`src/rtl/spi_master_pkg.sv`:
```
package spi_master_pkg;
  typedef enum logic [1:0] {
    RATE_DIV_A = 2'd0,
    RATE_DIV_B = 2'd1,
    RATE_DIV_C = 2'd2,
    RATE_TMR   = 2'd3
  } rate_e;
endpackage

```
`src/rtl/spi_rate_gen.sv`:
```
module spi_rate_gen
  import spi_master_pkg::*;
#(
  parameter int DIV_A = 4,
  parameter int DIV_B = 16,
  parameter int DIV_C = 64
) (
  input  logic  clk_i,
  input  logic  rst_ni,
  input  logic  run_i,
  input  rate_e sel_i,
  input  logic  tmr_tick_i,
  output logic  half_tick_o
);
  localparam int CW = $clog2(DIV_C) + 1;

  logic [CW-1:0] cnt_q, lim;

  always_comb begin
    unique case (sel_i)
      RATE_DIV_A: lim = CW'(DIV_A / 2 - 1);
      RATE_DIV_B: lim = CW'(DIV_B / 2 - 1);
      default:    lim = CW'(DIV_C / 2 - 1);
    endcase
  end

  // one tick per half bit; the timer source gives half bits directly
  assign half_tick_o = run_i && ((sel_i == RATE_TMR) ? tmr_tick_i : (cnt_q == lim));

  always_ff @(posedge clk_i or negedge rst_ni) begin
    if (!rst_ni)                     cnt_q <= '0;
    else if (!run_i || half_tick_o)  cnt_q <= '0;
    else if (sel_i != RATE_TMR)      cnt_q <= cnt_q + 1'b1;
  end

  AST_CNT_BOUND: assert property (@(posedge clk_i) disable iff (!rst_ni)
    run_i && sel_i != RATE_TMR |-> cnt_q <= lim);
endmodule

```
`src/rtl/spi_shift_engine.sv`:
```
module spi_shift_engine #(
  parameter int DATA_W = 8
) (
  input  logic              clk_i,
  input  logic              rst_ni,
  input  logic              start_i,
  input  logic [DATA_W-1:0] data_i,
  input  logic              cpol_i,
  input  logic              cke_i,
  input  logic              smp_i,
  input  logic              sdi_i,
  input  logic              half_tick_i,
  output logic              busy_o,
  output logic              sck_o,
  output logic              sdo_o,
  output logic              done_o,
  output logic [DATA_W-1:0] rx_byte_o
);
  localparam int HALVES = 2 * DATA_W;
  localparam int HW     = $clog2(HALVES);
  localparam logic [HW-1:0] LAST = HW'(HALVES - 1);

  logic              busy_q;
  logic [HW-1:0]     hcnt_q;
  logic [DATA_W-1:0] tx_sh_q, rx_sh_q;
  logic              second_half;

  assign second_half = hcnt_q[0];
  assign done_o      = busy_q && half_tick_i && (hcnt_q == LAST);
  assign busy_o      = busy_q;
  assign sdo_o       = tx_sh_q[DATA_W-1];
  // phase 1: active in second half; phase 0: active in first half
  assign sck_o       = cpol_i ^ (busy_q && (cke_i ? second_half : !second_half));
  // end-of-bit capture of the last bit merges the live input
  assign rx_byte_o   = smp_i ? {rx_sh_q[DATA_W-2:0], sdi_i} : rx_sh_q;

  always_ff @(posedge clk_i or negedge rst_ni) begin
    if (!rst_ni) begin
      busy_q  <= 1'b0;
      hcnt_q  <= '0;
      tx_sh_q <= '0;
      rx_sh_q <= '0;
    end else if (start_i) begin
      busy_q  <= 1'b1;
      hcnt_q  <= '0;
      tx_sh_q <= data_i;
      rx_sh_q <= '0;
    end else if (busy_q && half_tick_i) begin
      hcnt_q <= hcnt_q + 1'b1;
      if (!second_half) begin
        if (!smp_i) rx_sh_q <= {rx_sh_q[DATA_W-2:0], sdi_i};
      end else begin
        if (smp_i) rx_sh_q <= {rx_sh_q[DATA_W-2:0], sdi_i};
        tx_sh_q <= {tx_sh_q[DATA_W-2:0], 1'b0};
        if (hcnt_q == LAST) busy_q <= 1'b0;
      end
    end
  end

  AST_START_LOADS: assert property (@(posedge clk_i) disable iff (!rst_ni)
    start_i |=> busy_q && hcnt_q == '0);
  AST_TX_HOLD: assert property (@(posedge clk_i) disable iff (!rst_ni)
    busy_q && !half_tick_i && !start_i |=> $stable(tx_sh_q));
  AST_DONE_ENDS: assert property (@(posedge clk_i) disable iff (!rst_ni)
    done_o |=> !busy_q);
endmodule

```
`src/rtl/spi_host_regs.sv`:
```
module spi_host_regs #(
  parameter int DATA_W = 8
) (
  input  logic              clk_i,
  input  logic              rst_ni,
  input  logic              wr_i,
  input  logic              rd_i,
  input  logic              clr_err_i,
  input  logic              busy_i,
  input  logic              done_i,
  input  logic [DATA_W-1:0] rx_byte_i,
  output logic              start_o,
  output logic [DATA_W-1:0] rdata_o,
  output logic              buf_full_o,
  output logic              irq_o,
  output logic              wcol_o,
  output logic              ovf_o
);
  logic [DATA_W-1:0] buf_q;
  logic              full_q, irq_q, wcol_q, ovf_q;
  logic              accept;

  assign start_o    = wr_i && !busy_i;
  assign accept     = done_i && (!full_q || rd_i);
  assign rdata_o    = buf_q;
  assign buf_full_o = full_q;
  assign irq_o      = irq_q;
  assign wcol_o     = wcol_q;
  assign ovf_o      = ovf_q;

  always_ff @(posedge clk_i or negedge rst_ni) begin
    if (!rst_ni) begin
      buf_q  <= '0;
      full_q <= 1'b0;
      irq_q  <= 1'b0;
      wcol_q <= 1'b0;
      ovf_q  <= 1'b0;
    end else begin
      irq_q <= done_i;
      if (accept) begin
        buf_q  <= rx_byte_i;
        full_q <= 1'b1;
      end else if (rd_i) begin
        full_q <= 1'b0;
      end
      if (done_i && !accept) ovf_q <= 1'b1;
      else if (clr_err_i)    ovf_q <= 1'b0;
      if (wr_i && busy_i)    wcol_q <= 1'b1;
      else if (clr_err_i)    wcol_q <= 1'b0;
    end
  end

  AST_IRQ_ONE_SHOT: assert property (@(posedge clk_i) disable iff (!rst_ni)
    irq_q |=> !irq_q);
  AST_FULL_WITH_IRQ: assert property (@(posedge clk_i) disable iff (!rst_ni)
    irq_q |-> full_q);
  AST_RD_CLEARS: assert property (@(posedge clk_i) disable iff (!rst_ni)
    rd_i && !done_i |=> !full_q);
  AST_WCOL_SET: assert property (@(posedge clk_i) disable iff (!rst_ni)
    wr_i && busy_i |=> wcol_q);
  AST_OVF_KEEPS: assert property (@(posedge clk_i) disable iff (!rst_ni)
    done_i && full_q && !rd_i |=> $stable(buf_q) && ovf_q);
endmodule

```
`src/rtl/spi_master_port.sv`:
```
module spi_master_port
  import spi_master_pkg::*;
#(
  parameter int DATA_W = 8,
  parameter int DIV_A  = 4,
  parameter int DIV_B  = 16,
  parameter int DIV_C  = 64
) (
  input  logic              clk_i,
  input  logic              rst_ni,
  input  logic              wr_i,
  input  logic [DATA_W-1:0] wdata_i,
  input  logic              rd_i,
  input  logic              clr_err_i,
  input  logic              cpol_i,
  input  logic              cke_i,
  input  logic              smp_i,
  input  logic [1:0]        rate_sel_i,
  input  logic              rx_only_i,
  input  logic              tmr_tick_i,
  input  logic              sdi_i,
  output logic              sck_o,
  output logic              sdo_o,
  output logic              sdo_oe_o,
  output logic [DATA_W-1:0] rdata_o,
  output logic              busy_o,
  output logic              buf_full_o,
  output logic              irq_o,
  output logic              wcol_o,
  output logic              ovf_o
);
  logic              start, busy, half_tick, done;
  logic [DATA_W-1:0] rx_byte;

  assign busy_o   = busy;
  assign sdo_oe_o = !rx_only_i;

  spi_rate_gen #(.DIV_A(DIV_A), .DIV_B(DIV_B), .DIV_C(DIV_C)) u_rate (
    .clk_i      (clk_i),
    .rst_ni     (rst_ni),
    .run_i      (busy),
    .sel_i      (rate_e'(rate_sel_i)),
    .tmr_tick_i (tmr_tick_i),
    .half_tick_o(half_tick)
  );

  spi_shift_engine #(.DATA_W(DATA_W)) u_eng (
    .clk_i      (clk_i),
    .rst_ni     (rst_ni),
    .start_i    (start),
    .data_i     (wdata_i),
    .cpol_i     (cpol_i),
    .cke_i      (cke_i),
    .smp_i      (smp_i),
    .sdi_i      (sdi_i),
    .half_tick_i(half_tick),
    .busy_o     (busy),
    .sck_o      (sck_o),
    .sdo_o      (sdo_o),
    .done_o     (done),
    .rx_byte_o  (rx_byte)
  );

  spi_host_regs #(.DATA_W(DATA_W)) u_regs (
    .clk_i     (clk_i),
    .rst_ni    (rst_ni),
    .wr_i      (wr_i),
    .rd_i      (rd_i),
    .clr_err_i (clr_err_i),
    .busy_i    (busy),
    .done_i    (done),
    .rx_byte_i (rx_byte),
    .start_o   (start),
    .rdata_o   (rdata_o),
    .buf_full_o(buf_full_o),
    .irq_o     (irq_o),
    .wcol_o    (wcol_o),
    .ovf_o     (ovf_o)
  );
endmodule

```
`config.mk`:
```
export PLATFORM = sky130hd
export DESIGN_NAME = spi_master_port
export DESIGN_NICKNAME = d
export VERILOG_FILES = /design/src/rtl/spi_master_pkg.sv /design/src/rtl/spi_rate_gen.sv /design/src/rtl/spi_shift_engine.sv /design/src/rtl/spi_host_regs.sv /design/src/rtl/spi_master_port.sv
export SDC_FILE = /design/constraint.sdc
export NUM_CORES = 1
export LEC_CHECK = 0
export ABC_CLOCK_PERIOD_IN_PS = 2300
export BUFFER_PORTS_ARGS = -buffer_cell sky130_fd_sc_hd__buf_2
export CAP_MARGIN = 30
export CORE_MARGIN = 3
export CORE_UTILIZATION = 54
export CTS_CLUSTER_SIZE = 12
export DETAILED_ROUTE_END_ITERATION = 8
export HOLD_SLACK_MARGIN = 0.06
export PLACE_DENSITY = 0.82
export SLEW_MARGIN = 20
export SYNTH_ARGS = -nofsm -noshare
export SYNTH_HDL_FRONTEND = slang
export SYNTH_SLANG_ARGS = --single-unit
```
`constraint.sdc`:
```
create_clock -name clk_i -period 2.3 [get_ports clk_i]
set_input_delay 0 -clock clk_i [delete_from_list [all_inputs] [get_ports clk_i]]
set_output_delay 0 -clock clk_i [all_outputs]
set_load 0.01 [all_outputs]
```
==> reports/qor.yml <==
synth_seq_cells: 40
detail_route.iter0.violations: 60
holdBufCountCts: 16
fillCellCount: 254
syn_inst: 174
final.hold.worst_slack_ns: 0.159
hold_violations: 0
rr_endpoint: "u_regs.rdata_o[0]$_DFFE_PN0P_"
path_class: "register to register"
diodes: 0
synthesis.nets: 197
crit_path_cell_trace: "nor4_4 -> o221a_2 -> o21ai_4 -> nor3b_4 -> mux2_2"
switching_share_pct: 33.3
power-per-cell-area_mw_per_mm2: 819
seq_power_share_pct: 54.5
worst-path-max-fanout: 8
cts.htree.levels: 2
final_period_minus_worst_setup_slack_ns: 2.09
initial_core_utilization_pct: 57.1
io_pins: 37
synth_warnings: 0
ant_nets: 0
place.port_buffers: 36
wire_length_per_cell_after_detailed_routing_um: 13.3
holdCritStartpoint: "rate_sel_i[1]"
worst-endpoint-required_ns: 2.53
grt_antenna_before_repair: 0
grt_setup_unrepaired: "false"
max_stage_delay_ns: 0.46
worst_r2r_startpoint: "u_rate.cnt_q[1]$_DFFE_PN0P_"
synthDominantAreaCellType: "sky130_fd_sc_hd__dfrtp_1"
fp-row-count: 21
timing.final.max_slew_violations: 0
maxSlewHeadroom_pct: 42.2
power.switching_w: 0.000650
cts.repair_timing.setup_buffer_count: 0
ir_worst_vdd_v: 0.000621
setup-violations-final: 0
crit_path_start_kind: "register"
drc_errors: 0
drt-pass1-iter-count: 4
grt.overflow.total: 0
p_clk_share_pct: 16.5
globalplace.congestion: 0.818
maxCapViolCount: 0
finalCritPeriodShare_pct: 91.1
synth_cell_types: 31
actual_slew_at_the_worst_max_slew_pin_ns: 0.867
viasPerCell: 5.24
finalClockSkew_ns: 0.0117
synthesis.area_per_instance_um2: 11.2
combinationalPowerShare_pct: 29.0
die_area_mm2: 0.00437
synth_sequential_area_ratio_pct: 51.3
synth.top_cells.by_area: "sky130_fd_sc_hd__dfrtp_1 51%, sky130_fd_sc_hd__mux2_2 9.2%, sky130_fd_sc_hd__mux2i_1 7.7%"
finalNetCount: 253
critPathLaunch: "u_rate.cnt_q[1]$_DFFE_PN0P_"
final_setup_tns_ns: 0
holdPathEnd: "u_rate.cnt_q[1]$_DFFE_PN0P_"
via_count_of_the_first_global_routing_pass: 1369
num_vias: 1447
power.static_leakage_nw: 1.15
design.core.area_mm2: 0.00342
grt_first_pass_wirelength_um: 6150
die_w_um: 66.1
clockRootBuffer: "sky130_fd_sc_hd__clkbuf_4"
worst_skew_pair_later_pin_latency_ns: 0.34
worst-r2r-setup-slack_ns: 0.21
cp_top_family: "simple AND/OR/NAND/NOR gates"
hp-class: "input pin to register"
post_cts_resized: 0
outcome: "complete, no violations"
synth.top_cell.area_share_pct: 51.3
clock_path_buffers: 2
die_h_um: 66.1
cts-buffers-inserted: 5
hpwlAfterDp_um: 2500
share_of_post_route_cells_with_drive_strength_above_1_pct: 29.6
end_kind: "register"
areaGrowthSynthToFinish_pct: 22.2
routed_wirelength_um: 3680
path_buf_inv: 0
netlist_area_mm2: 0.00195
reg2regPathDepth: 5
hold_depth: 4
tritoncts_clock_tree: "built"
fmax_achieved_ghz: 0.477
clkSinkCount: 40
arrival_ns: 2.32
pin_count_of_the_biggest_net_entering_global_routing: 41
internal_power_w: 0.00130
clk_pin_slew_ns: 0.10
global_route.usage.total_pct: 18.5
crit_path_top_delay_cell: "sky130_fd_sc_hd__dfrtp_1"
-- sequential cells by signal (all words and copies together), names as in the netlist --
name	count
u_eng.rx_sh_q	8
u_eng.tx_sh_q	8
u_regs.rdata_o	8
u_rate.cnt_q	7
u_eng.hcnt_q	4
u_eng.busy_o	1
u_regs.buf_full_o	1
u_regs.irq_o	1
u_regs.ovf_o	1
u_regs.wcol_o	1
-- power by group through the flow --
| stage | combinational (W) | sequential [W] | clock [W] |
|---|---|---|---|
| finish | 0.000566 | 0.00106 | 0.000322 |
| global route | 0.000639 | 0.00109 | 0.000358 |
| CTS | 0.000573 | 0.00106 | 0.000333 |
| detailed placement | 0.000547 | 0.00107 | 0 |
| global placement | 0.000534 | 0.00106 | 0 |
| floorplan | 0.000430 | 0.00102 | 0 |
-- layout by cell type, fill, tap and decap left out, drive strengths merged, types with 2 or more instances in the layout --
cell	Yosys	routed
o21ai	9	9
inv	6	6
xnor2	5	5
mux2i	15	15
xor2	6	6
mux2	16	16
buf	3	38
dfrtp	40	40
nand4	2	2
ha	2	2
nand2	13	13
nor3b	2	2
nand3	7	7
dlygate4sd3	0	16
clkbuf	2	6
a21oi	11	11
nor2	24	24
-- stage by stage --
| step | cells | cell area (um^2) | setup slack (ns) | utilization, % | total power [W] |
|---|---|---|---|---|---|
| after global routing | 276 | 2380 | 0.0680 | 69.8 | 0.00209 |
| after floorplan | 174 | 1950 | 0.387 | - | 0.00145 |
| after global placement | 253 | 2180 | 0.251 | 63.7 | 0.00160 |
| final | 276 | 2380 | 0.205 | 69.8 | 0.00195 |
| after detailed placement | 253 | 2180 | 0.192 | 63.7 | 0.00162 |
| after CTS | 276 | 2380 | 0.181 | 69.8 | 0.00196 |
-- per-layer routing --
metal	global-route usage, %	routed length (um)	vias to the layer above
li1	-	-	711
met1	22.7	1640	706
met2	31.5	1840	24
met3	5.10	136	6
met4	6.09	57	0
met5	0	0	-
-- worst max-delay path by stage --
stage          depth (start not counted)  slack (ns)                            end
2_1_floorplan                          5        0.39  u_regs.rdata_o[0]$_DFFE_PN0P_
3_3_place_gp                           5        0.25  u_regs.rdata_o[1]$_DFFE_PN0P_
3_5_place_dp                           5        0.19  u_regs.rdata_o[7]$_DFFE_PN0P_
4_1_cts                                5        0.18  u_regs.rdata_o[0]$_DFFE_PN0P_
5_1_grt                                5        0.07  u_regs.rdata_o[2]$_DFFE_PN0P_
6_report                               5        0.21  u_regs.rdata_o[0]$_DFFE_PN0P_
-- layout make-up --
| type | count | area (um^2) | area share (%) |
|---|---|---|---|
| sequential | 40 | 1000 | 42.0 |
| multi-input combinational | 123 | 901 | 37.8 |
| timing repair buffer | 54 | 355 | 14.9 |
| tap | 46 | 57.6 | 2.41 |
| clock buffer | 6 | 41.3 | 1.73 |
| inverter | 6 | 22.5 | 0.945 |
| clock inverter | 1 | 5.00 | 0.210 |
-- logic make-up (layout without fill, tap and decap cells) --
logic type      Yosys count  count (layout)  share of synthesized area, %
fa+ha+maj                 2               2                          1.28
xor+xnor                 11              11                          4.94
simple gates             54              54                          13.8
compound gates           25              25                          9.24
buf+inv                  11              67                          2.50
flops                    40              40                          51.3
mux                      31              31                          16.9
-- cell usage after synthesis, drive strengths merged --
master,n
nand4,2
nor2,24
nor3,1
a21oi,11
nor3b,2
mux2,16
o221ai,1
o32ai,1
ha,2
and4b,1
dfrtp,40
buf,3
nand2b,1
o211a,1
clkbuf,2
o221a,1
xor2,6
nand2,13
o21ai,9
mux2i,15
nor4,1
a211oi,1
nand3,7
inv,6
xnor2,5
and3,1
nor2b,1
-- tightest hold or removal path, cell delays in order --
cell and delay, ns:
sky130_fd_sc_hd__buf_2 0.16, sky130_fd_sc_hd__nand2_1 0.15, sky130_fd_sc_hd__nand2_1 0.10, sky130_fd_sc_hd__a21oi_1 0.05
Power figures use the tool's default switching activity.
